[src/rtl/lut3_pkg.sv]
package lut3_pkg;

    localparam int LUT_K   = 3;
    localparam int TBL_W   = 1 << LUT_K;
    localparam int CHAIN_W = TBL_W + 1;

    typedef enum logic {
        PATH_REG  = 1'b0,
        PATH_COMB = 1'b1
    } out_path_t;

    typedef struct packed {
        out_path_t          path;
        logic [TBL_W-1:0]   truth;
    } cell_cfg_t;

    function automatic cell_cfg_t decode_chain(input logic [CHAIN_W-1:0] c);
        cell_cfg_t r;
        r.truth = c[TBL_W-1:0];
        r.path  = out_path_t'(c[CHAIN_W-1]);
        return r;
    endfunction

endpackage

[src/rtl/lut3_cfg_chain.sv]
module lut3_cfg_chain #(
    parameter int WIDTH = 9
) (
    input  logic             clk,
    input  logic             rst,
    input  logic             shift_en,
    input  logic             ser_in,
    output logic [WIDTH-1:0] store
);

    always_ff @(posedge clk) begin
        if (rst) begin
            store <= '0;
        end else if (shift_en) begin
            store <= {ser_in, store[WIDTH-1:1]};
        end
    end

endmodule

[src/rtl/lut3_mux_tree.sv]
module lut3_mux_tree #(
    parameter int K = 3
) (
    input  logic [(1<<K)-1:0] truth,
    input  logic [K-1:0]      sel,
    output logic              y
);

    localparam int LEAVES = 1 << K;
    localparam int NODES  = 2 * LEAVES - 1;

    logic [NODES-1:0] node;

    genvar i, d, j;
    generate
        for (i = 0; i < LEAVES; i++) begin : g_leaf
            assign node[LEAVES - 1 + i] = truth[i];
        end
        for (d = 0; d < K; d++) begin : g_level
            for (j = 0; j < (1 << d); j++) begin : g_node
                localparam int N = (1 << d) - 1 + j;
                assign node[N] = sel[K-1-d] ? node[2*N+2] : node[2*N+1];
            end
        end
    endgenerate

    assign y = node[0];

endmodule

[src/rtl/lut3_out_stage.sv]
module lut3_out_stage
    import lut3_pkg::*;
(
    input  logic      clk,
    input  logic      rst,
    input  logic      hold,
    input  out_path_t path,
    input  logic      d,
    output logic      q,
    output logic      y
);

    always_ff @(posedge clk) begin
        if (rst) begin
            q <= 1'b0;
        end else if (!hold) begin
            q <= d;
        end
    end

    always_comb begin
        if (hold) begin
            y = 1'b0;
        end else if (path == PATH_COMB) begin
            y = d;
        end else begin
            y = q;
        end
    end

endmodule

[src/rtl/lut3_cell.sv]
module lut3_cell
    import lut3_pkg::*;
(
    input  logic             clk,
    input  logic             rst,
    input  logic             cfg_load,
    input  logic             cfg_bit,
    input  logic [LUT_K-1:0] din,
    output logic             dout
);

    logic [CHAIN_W-1:0] chain_q;
    cell_cfg_t          cfg;
    logic               lut_bit;
    logic               reg_q;

    lut3_cfg_chain #(.WIDTH(CHAIN_W)) u_chain (
        .clk      (clk),
        .rst      (rst),
        .shift_en (cfg_load),
        .ser_in   (cfg_bit),
        .store    (chain_q)
    );

    assign cfg = decode_chain(chain_q);

    lut3_mux_tree #(.K(LUT_K)) u_tree (
        .truth (cfg.truth),
        .sel   (din),
        .y     (lut_bit)
    );

    lut3_out_stage u_out (
        .clk  (clk),
        .rst  (rst),
        .hold (cfg_load),
        .path (cfg.path),
        .d    (lut_bit),
        .q    (reg_q),
        .y    (dout)
    );

endmodule

[config.mk]
export PLATFORM = sky130hd
export DESIGN_NAME = lut3_cell
export DESIGN_NICKNAME = d
export VERILOG_FILES = /design/src/rtl/lut3_pkg.sv /design/src/rtl/lut3_cfg_chain.sv /design/src/rtl/lut3_mux_tree.sv /design/src/rtl/lut3_out_stage.sv /design/src/rtl/lut3_cell.sv
export SDC_FILE = /design/constraint.sdc
export NUM_CORES = 1
export LEC_CHECK = 0
export ABC_AREA = 1
export BUFFER_PORTS_ARGS = -buffer_cell sky130_fd_sc_hd__buf_2
export CAP_MARGIN = 20
export CORE_AREA = 4 4 41 43
export DETAILED_ROUTE_END_ITERATION = 10
export DIE_AREA = 0 0 45 47
export PLACE_DENSITY_LB_ADDON = 0.05
export SLEW_MARGIN = 0
export SYNTH_ARGS = -nofsm -noshare
export SYNTH_HDL_FRONTEND = slang
export SYNTH_HIERARCHICAL = 1
export SYNTH_SLANG_ARGS = --single-unit
[constraint.sdc]
create_clock -name clk -period 1.1 [get_ports clk]
set_input_delay 0.22 -clock clk [delete_from_list [all_inputs] [get_ports clk]]
set_output_delay 0.22 -clock clk [all_outputs]
set_load 0.01 [all_outputs]
==> metrics.md, run 1 <==
| Metric | Value |
|---|---|
| Run status | `complete, but fails checks` |
| Failing checks | `setup timing` |
| Die area | `2120 um^2` |
| Mapped Area | `563 um^2` |
| Crit Path Max Fanout | `2` |
| Pint | `694 uW` |
| Reg area | `210 um^2` |
| Post-place instance area | `654 um^2` |
| Iter 0 DRT Violations | `13` |
| Clock buffer depth | `2` |
| Die width | `45 um` |
| Die height | `47 um` |
| Top-level port count | `8` |
| Final count of pins violating max slew | `0` |
| Row count | `13` |
| Fmax | `0.659 GHz` |
| Via density | `4.19` |
| Area grow syn2layout | `33.6%` |
| Leading cell type in the layout, fill and taps excluded | `nand2_1` |
| Final instance area | `752 um^2` |
| Number of fill cells | `153` |
| GRT Resource Usage Total | `12.8%` |
| Clk Latency, worst-skew pair | `0.27 ns` |
| Fin nets | `128` |
| Clock Sinks | `10` |
| Pre-antenna DRT Iters | `5` |
| RSZ-0062 raised after global routing | `yes` |
| # setup viols final | `2` |
| Most frequent cells in the layout | `nand2_1, nor2_1, inv_1, buf_4, dfxtp_2` |
| Worst-path clk slew | `0.08 ns` |
| Antenna violations before repair | `0` |
| Synth unique cells | `10` |
| Worst setup EP type | `output port` |
| Vias in the first global route | `468` |
| Synthesized net count | `105` |
| Final cell count without fillers | `135` |
| Mean Syn Cell Area | `5.75 um^2` |
| First-pass GRT wire length | `1.93 mm` |
| Combinational power share | `21.4%` |
| Worst endpoint required time | `0.88 ns` |
| Slew headroom | `80.2%` |
| Sequential area share after synthesis | `35.6%` |
| Final setup margin | `-0.417 ns` |
| Setup crit start kind | `register` |
| Net Sw Power | `260 uW` |
| Share of layout cells above drive strength 1 | `38.3%` |
| Sequential Power Share | `42.5%` |
| CP arrival | `1.30 ns` |
| Core ar. | `1300 um^2` |
| H-tree lvl count | `1` |
| Switching share of power | `27.3%` |
| Fin. Hold Viols | `0` |
| CTS root buf | `clkbuf_4` |
| Diode count | `0` |
| CTS Buf Count | `3` |
| Worst vdd ir | `0.744 mV` |
| Number of max-cap violations | `0` |
| Leak Pwr | `0.433 nW` |
| Pin count of the biggest net entering global routing | `21` |
| Antenna-violating nets left | `0` |
| Hpwl dp | `743 um` |
| Post-Synthesis Cells | `98` |
| Port buffer count | `7` |
| Routability cong. | `0.648` |
| Placed instance count | `126` |
| Starting Density | `43.3%` |
| Synth Warn # | `6` |
| Pre-CTS WS | `-0.164 ns` |
| Final Critical Period | `1.52 ns` |
| Area of the multi-input gates | `256 um^2` |
| WL/cell | `8.66 um` |
| Yosys reg bits | `10` |
| Kind of critical path | `register to output port` |
| Pwr/cell area | `1270 nW/um^2` |
| Total gr overflow | `0` |
| Clock skew | `0.00374 ns` |
| Total number of vias | `566` |
| Detailed Route WL | `1.17 mm` |
| CTS tree | `yes` |
| Worst hold path type | `input port to register` |
| Tcrit/Tclk final | `138%` |
| Clk network pwr share | `36.0%` |
| Residual DRC | `0` |
| Worst-margin pin slew | `0.296 ns` |
cell families after synthesis:
group                  synth area share [%]
and+or+nand+nor                        43.8
DFF                                    35.6
buffers and inverters                  20.7
synth_stat cells:
library cell   n  area, um^2
nand2_1       33         124
dfxtp_1       10         200
nor2_1        19        71.3
nand3_1        4        20.0
buf_6          2        22.5
nor2_2         3        18.8
nand2_2        2        12.5
clkinv_1       1        3.75
inv_1         23        86.3
inv_2          1        3.75
final timing paths:
kind | end | slack, ns | cells past startpoint | from
hold reg to reg | u_chain/store[0] | 0.48 | 2 | u_chain/store[0]
setup / recovery | dout | -0.42 | 11 | u_chain/store[4]
setup reg to reg | u_out/q | -0.37 | 13 | u_chain/store[4]
hold / removal | u_out/q | 0.22 | 4 | rst
per-layer routing:
layer / wire [um] / vias to the layer above / track usage, %
li1: - / 318 / -
met1: 563 / 242 / 15.1
met2: 569 / 4 / 21.2
met3: 21 / 2 / 3.45
met4: 14 / 0 / 7.02
met5: 0 / - / 0
sequential cells by signal, summed over array words and instances (netlist names):
name / cells
u_chain/store: 9
u_out/q: 1
through the flow:
stage,total power [mW],hold slack [ns],utilization [%],setup TNS (ns)
2_1_floorplan,0.517,0.357,-,0
3_3_place_gp,0.568,0.465,50.3,-0.157
3_5_place_dp,0.570,0.472,50.3,-0.164
4_1_cts,0.952,0.209,56.6,-0.669
5_1_grt,1.03,0.221,57.8,-0.987
6_report,0.954,0.223,57.8,-0.787
timing repair:
| item | CTS | global route |
|---|---|---|
| endpoints found under the setup margin | 1 | 2 |
| resized for setup | 9 | 9 |
| hold buffers | 0 | 0 |
| buffers inserted | 4 | 1 |
| pin swaps | 2 | 9 |
worst max-delay path, cell delays in order, from the launching register on:
cell and delay, ns:
dfxtp_2 0.34, inv_2 0.03, nand2_1 0.05, nand3_1 0.08, nand2_1 0.07, nand2_1 0.06, nand2_2 0.07, inv_1 0.04
nand2_1 0.06, nand2_1 0.06, nor2_2 0.06, buf_2 0.12
area by class of cell:
class | count | area share, %
Timing Repair Buffer | 20 | 18.1
Multi-Input combinational cell | 61 | 34.1
Inverter | 25 | 12.5
Sequential cell | 10 | 28.0
Tap cell | 15 | 2.50
Clock buffer | 4 | 4.83
power by group through the flow:
stage / Clock (mW) / Combinational, mW / Sequential [mW]
6_report: 0.344 / 0.204 / 0.406
5_1_grt: 0.384 / 0.234 / 0.410
4_1_cts: 0.358 / 0.191 / 0.403
3_5_place_dp: 0 / 0.162 / 0.408
3_3_place_gp: 0 / 0.161 / 0.407
2_1_floorplan: 0 / 0.109 / 0.407
Power figures use the tool's default switching activity.
==> run 2, diff against run 1 <==
SKIP_LAST_GASP = 1   (was not set)
==> metrics.md, run 2 (synthesized netlist as in run 1, its figures left out) <==
| Metric | Value |
|---|---|
| Antenna-violating nets left | `0 (unchanged)` |
| Final Critical Period | `1.48 ns (-0.0329 ns)` |
| Crit path from | `u_chain/store[4]` |
| Worst vdd ir | `0.637 mV (-14%)` |
| Slowest-stage cell, CP | `dfxtp_2` |
| Pwr/cell area | `1280 nW/um^2 (+0.67%)` |
| Cells on worst reg2reg path | `9 (-4)` |
| Worst-margin pin slew | `0.284 ns (-0.0111 ns)` |
| Area grow syn2layout | `27.1%` |
| Die width | `45 um (unchanged)` |
| Setup crit start kind | `register` |
| Tcrit/Tclk final | `135% (-3.0 points)` |
| RR Endpoint | `u_out/q` |
| Worst flop-to-flop path startpoint | `u_chain/store[4]` |
| Pre-antenna DRT Iters | `4 (-1)` |
| Final setup margin | `-0.384 ns (+0.0329 ns)` |
| Failing checks | `setup timing` |
| CTS Buf Count | `3 (unchanged)` |
| Hold_ws | `0.216 ns (-0.00659 ns)` |
| Final count of pins violating max slew | `0 (unchanged)` |
| Total gr overflow | `0 (unchanged)` |
| Run status | `complete, but fails checks` |
| Final Total Pwr | `914 uW (-4.2%)` |
| Fin. Hold Viols | `0 (unchanged)` |
| Final cell count without fillers | `131 (-3.0%)` |
| Row count | `13 (unchanged)` |
| GRT Resource Usage Total | `12.9% (+0.079 points)` |
| Hpwl dp | `743 um (unchanged)` |
| Top Registers | `u_chain/store (9), u_out/q (1)` |
| Share of layout cells above drive strength 1 | `32.8% (-5.6 points)` |
| Crit Path Max Fanout | `2 (unchanged)` |
| Residual DRC | `0 (unchanged)` |
| Antenna violations before repair | `0 (unchanged)` |
| CTS tree | `yes` |
| Clk Latency, worst-skew pair | `0.26 ns (about the same)` |
| Worst setup EP type | `output port` |
| Iter 0 DRT Violations | `12 (-1)` |
| Die height | `47 um (unchanged)` |
| RSZ-0062 raised after global routing | `yes` |
| Critical Path End | `dout` |
| Detailed Route WL | `1.06 mm (-9.6%)` |
| Placed instance count | `126 (unchanged)` |
| Top-level port count | `8 (unchanged)` |
| Vias in the first global route | `470 (+0.43%)` |
| Worst R2R Setup Slack | `0.12 ns (+0.49 ns)` |
| Clock buffer depth | `2 (unchanged)` |
| First-pass GRT wire length | `1.94 mm (+0.68%)` |
| Leading cell type in the layout, fill and taps excluded | `nand2_1` |
| CP peak stage delay | `0.34 ns (about the same)` |
| Hold Path Stages | `4 (unchanged)` |
| Via density | `4.15 (-0.95%)` |
| Largest register FFs | `9 (unchanged)` |
| Worst hold path type | `input port to register` |
| Fin nets | `124 (-3.1%)` |
| Diode count | `0 (unchanged)` |
| Biggest register | `u_chain/store` |
| Worst min-delay path startpoint | `rst` |
| Leak Pwr | `0.412 nW (-4.6%)` |
| Top cell by count, worst path | `nand2_1` |
| Clock skew | `0.00126 ns (-0.00247 ns)` |
| CTS root buf | `clkbuf_4` |
| Core ar. | `1300 um^2 (unchanged)` |
| WL/cell | `8.07 um (-6.8%)` |
| Slew headroom | `80.9% (+0.75 points)` |
| Utilization after layout | `55.0% (-2.8 points)` |
| Setup TNS | `-0.384 ns (+0.403 ns)` |
| Clock Sinks | `10 (unchanged)` |
| # setup viols final | `1 (-1)` |
| Port buffer count | `7 (unchanged)` |
| Fmax | `0.674 GHz (+2.2%)` |
| Routability cong. | `0.648 (unchanged)` |
| H-tree lvl count | `1 (unchanged)` |
| Die area | `2120 um^2 (unchanged)` |
| Total number of vias | `544 (-3.9%)` |
| Pin count of the biggest net entering global routing | `21 (unchanged)` |
| Starting Density | `43.3% (unchanged)` |
| CP Cell Sequence | `inv_2 -> nand2_1 -> nand3_1 -> nand2_1 -> nand2_1 -> nand2_1 -> inv_1 -> nand2_1 -> nand2_1 -> nor2_2 -> buf_2` |
| Worst-path clk slew | `0.07 ns (about the same)` |
| Number of max-cap violations | `0 (unchanged)` |
| Most frequent cells in the layout | `nand2_1, inv_1, nor2_1, buf_4, dfxtp_2` |
| Kind of critical path | `register to output port` |
| CP arrival | `1.26 ns (-0.04 ns)` |
| Worst endpoint required time | `0.88 ns (about the same)` |
## run 2: cell types whose count changed in the layout (fill, tap and decap cells not counted)
cell,change
nand2_2,-1
inv_1,+3
inv_2,-3
buf_4,-3
buf_6,-1
nand2_1,+1
## run 2: metal layers
layer | vias up | wire (um) | global-route usage, %
met5 | - | 0 | 0
met4 | 0 | 14 | 7.02
met3 | 2 | 19 | 3.45
met2 | 2 | 492 | 21.2
met1 | 228 | 531 | 15.3
li1 | 312 | - | -
## run 2: critical path, delay by kind of cell (launching register included)
| kind | cells | cell delay, ns |
|---|---|---|
| simple gates | 8 | 0.47 |
| flops | 1 | 0.34 |
| buf+inv | 3 | 0.19 |
## run 2: area by class of cell
class | instances | area (um^2)
multi-input cells | 61 | 254
repair buffers | 16 | 103
well taps | 15 | 18.8
fillers | 158 | 586
clock buffers | 4 | 36.3
inverters | 25 | 93.8
flip-flops and latches | 10 | 210
## run 2: through the flow
step / cell area, um^2 / setup WS, ns
6_report: 716 / -0.384
5_1_grt: 716 / -0.530
4_1_cts: 729 / -0.405
3_5_place_dp: 654 / -0.164
3_3_place_gp: 654 / -0.157
2_1_floorplan: 563 / 0.00590
## run 2: repair_timing
| item | 4_1_cts | 5_1_grt |
|---|---|---|
| gates resized for setup | 7 | 6 |
| setup endpoints to repair | 1 | 2 |
| hold endpoints to repair | 0 | 0 |
| pin swaps | 2 | 5 |
| setup buffers | 4 | 0 |
| hold buffers | 0 | 0 |
## run 2: report_power, final
part	internal (mW)	switching, mW	leakage, nW
clock network	0.201	0.137	0.0210
logic	0.0805	0.0918	0.306
registers	0.390	0.0145	0.0855
## run 2: worst min-delay path by stage
stage,to,slack [ns]
3_5_place_dp,u_chain/store[0],0.47
3_3_place_gp,u_chain/store[0],0.46
2_1_floorplan,u_out/q,0.36
6_report,u_out/q,0.22
5_1_grt,u_out/q,0.22
4_1_cts,u_out/q,0.21
==> run 3, diff against run 2 <==
ABC_AREA = not set   (was 1)
==> metrics.md, run 3 <==
| Metric | Value |
|---|---|
| Worst min-delay path startpoint | `cfg_bit` |
| CP peak stage delay | `0.45 ns (+0.11 ns)` |
| CP arrival | `1.64 ns (+0.38 ns)` |
| Clock buffer depth | `2 (unchanged)` |
| Crit-path leading delay family | `multiplexers` |
| Mapped Area | `430 um^2 (-24%)` |
| Post-synth top flop | `dfxtp_1` |
| Fmax | `0.538 GHz (-20%)` |
| Port buffer count | `7 (unchanged)` |
| Antenna-violating nets left | `0 (unchanged)` |
| Fin. Hold Viols | `0 (unchanged)` |
| Residual DRC | `0 (unchanged)` |
| WHS Endpoint | `u_chain/store[8]` |
| Sequential area share after synthesis | `46.5% (+11 points)` |
| Final setup margin | `-0.758 ns (-0.374 ns)` |
| Clock skew | `0.00138 ns (+0.000119 ns)` |
| Most frequent cells in the layout | `mux2i_1, nor2_1, buf_2, dfxtp_1, dfxtp_2` |
| Yosys reg bits | `10 (unchanged)` |
| Post-place instance area | `480 um^2 (-27%)` |
| Synth Warn # | `6 (unchanged)` |
| Final cell count without fillers | `65 (-50%)` |
| Via density | `4.72 (+14%)` |
| Share of layout cells above drive strength 1 | `46.0% (+13 points)` |
| Iter 0 DRT Violations | `0 (-12)` |
| Die height | `47 um (unchanged)` |
| Share of the synthesized area in the top cell type | `46.5% (+11 points)` |
| Routability cong. | `0.717 (+11%)` |
| Synth unique cells | `7 (-3)` |
| Kind of critical path | `register to output port` |
| Placed instance count | `59 (-53%)` |
| Tcrit/Tclk final | `169% (+34 points)` |
| Mean Syn Cell Area | `11.6 um^2 (+100%)` |
| Fin nets | `58 (-53%)` |
| Total number of vias | `307 (-44%)` |
| Pre-antenna DRT Iters | `1 (-3)` |
| Top cells by count, synth | `mux2i_1, nor2_1, dfxtp_1` |
| Worst setup EP type | `output port` |
| Hold buffers post-CTS | `0 (unchanged)` |
| Hpwl dp | `591 um (-20%)` |
| Worst R2R Setup Slack | `-0.24 ns (-0.36 ns)` |
| Worst vdd ir | `0.512 mV (-20%)` |
| Worst flop-to-flop path startpoint | `u_chain/store[5]` |
| Final count of pins violating max slew | `0 (unchanged)` |
| Top-level port count | `8 (unchanged)` |
| Final Critical Period | `1.86 ns (+0.374 ns)` |
| Worst-path clk slew | `0.06 ns (about the same)` |
| Final instance area | `538 um^2 (-25%)` |
| # setup viols final | `2 (+1)` |
| CTS Buf Count | `3 (unchanged)` |
| CTS root buf | `clkbuf_4` |
| Die width | `45 um (unchanged)` |
| Slowest-stage cell, CP | `mux4_2` |
| Detailed Route WL | `793 um (-25%)` |
| Crit Path Max Fanout | `2 (unchanged)` |
| Biggest register | `u_chain/store` |
| Antenna violations before repair | `0 (unchanged)` |
| Total gr overflow | `0 (unchanged)` |
| GRT Resource Usage Total | `8.51% (-4.4 points)` |
| H-tree lvl count | `1 (unchanged)` |
| Clock Sinks | `10 (unchanged)` |
| Worst hold path type | `input port to register` |
| First-pass GRT wire length | `1.25 mm (-36%)` |
| Pin count of the biggest net entering global routing | `12 (-43%)` |
| Leak Pwr | `0.253 nW (-39%)` |
| Top Registers | `u_chain/store (9), u_out/q (1)` |
| Crit path from | `u_chain/store[5]` |
| Starting Density | `33.1% (-10 points)` |
| CP Cell Sequence | `mux4_2 -> mux2_4 -> mux2i_1 -> nor2_1 -> buf_2` |
| Utilization after layout | `41.3% (-14 points)` |
| Hold_ws | `0.194 ns (-0.0228 ns)` |
| Diode count | `0 (unchanged)` |
| Worst-margin pin slew | `0.308 ns (+0.0234 ns)` |
| Worst endpoint required time | `0.88 ns (about the same)` |
| Vias in the first global route | `316 (-33%)` |
| Setup crit start kind | `register` |
| Run status | `complete, but fails checks` |
| Area grow syn2layout | `25.0%` |
| Die area | `2120 um^2 (unchanged)` |
| Post-Synthesis Cells | `37 (-62%)` |
| Pwr/cell area | `1380 nW/um^2 (+8.0%)` |
| WL/cell | `12.2 um (+51%)` |
| Failing checks | `setup timing` |
| CTS tree | `yes` |
| Number of max-cap violations | `0 (unchanged)` |
| Cell taking the most area after synthesis | `dfxtp_1` |
| Async set-reset flop share out of synthesis | `0% (unchanged)` |
| Largest register FFs | `9 (unchanged)` |
| Synthesized net count | `44 (-58%)` |
| Row count | `13 (unchanged)` |
| RSZ-0062 raised after global routing | `yes` |
| Cells on worst reg2reg path | `4 (-5)` |
| Core ar. | `1300 um^2 (unchanged)` |
| Slew headroom | `79.5% (-1.4 points)` |
| Buf+Inv Stages, Crit Path | `1 (-2)` |
| Clk Latency, worst-skew pair | `0.26 ns (about the same)` |
| RR Endpoint | `u_out/q` |
| Main area contributors after synthesis | `dfxtp_1, mux2i_1, mux4_1, nor2_1, buf_6` |
| Hold Path Stages | `3 (-1)` |
| Number of flops mapped to enable cells by yosys | `0 (unchanged)` |
run 3: cell types whose count changed after synthesis, moves of 2 or more:
cell | before | now
inv_1 | 23 | 0
mux2i_1 | 0 | 11
mux4_1 | 0 | 2
nand2_1 | 33 | 0
nand2_2 | 2 | 0
nand3_1 | 4 | 0
nor2_1 | 19 | 11
nor2_2 | 3 | 0
run 3: logic make-up after synthesis:
family        synth area share [%]
simple gates                  9.59
buf+inv                       3.49
flops                         46.5
mux                           40.4
run 3: where the power goes:
group / internal [mW] / switching, mW
clock network: 0.201 / 0.124
registers: 0.367 / 0.00402
logic: 0.0237 / 0.0227
total: 0.591 / 0.150
run 3: layer usage:
metal	global-route usage [%]	routed length, um	vias to the layer above
met4	7.02	6	0
met2	13.3	399	6
met5	0	0	-
li1	-	-	157
met3	2.68	38	2
met1	9.49	348	142
run 3: cell type report:
class                      count  area, um^2
multi-input combinational     25         211
timing repair buffer          11        65.1
fill                         135         763
tap                           15        18.8
clock buffer                   4        36.3
sequential                    10         206
run 3: what timing repair did:
item,4_1_cts,5_1_grt
endpoints found under the setup margin,2,2
setup buffers,1,1
resized for setup,2,3
pin swaps,1,0
run 3: worst min-delay path: cells and delay by family:
| family | cells | cell delay [ns] |
|---|---|---|
| multiplexers | 1 | 0.05 |
| buffers and inverters | 1 | 0.07 |
| AND/OR/NAND/NOR | 1 | 0.07 |
run 3: how the worst max path moves through the flow:
stage	end	slack [ns]	cells past startpoint
floorplan	dout	-0.34	4
global placement	dout	-0.56	6
detailed placement	dout	-0.56	6
CTS	dout	-0.78	5
global route	dout	-0.83	5
finish	dout	-0.76	5
run 3: through the flow:
stage               power [mW]  setup TNS [ns]  worst slack [ns]
floorplan                0.410          -0.530            -0.343
global placement         0.424          -0.861            -0.559
detailed placement       0.425          -0.876            -0.564
CTS                      0.756           -1.03            -0.780
global route             0.772           -1.13            -0.832
finish                   0.742          -0.998            -0.758
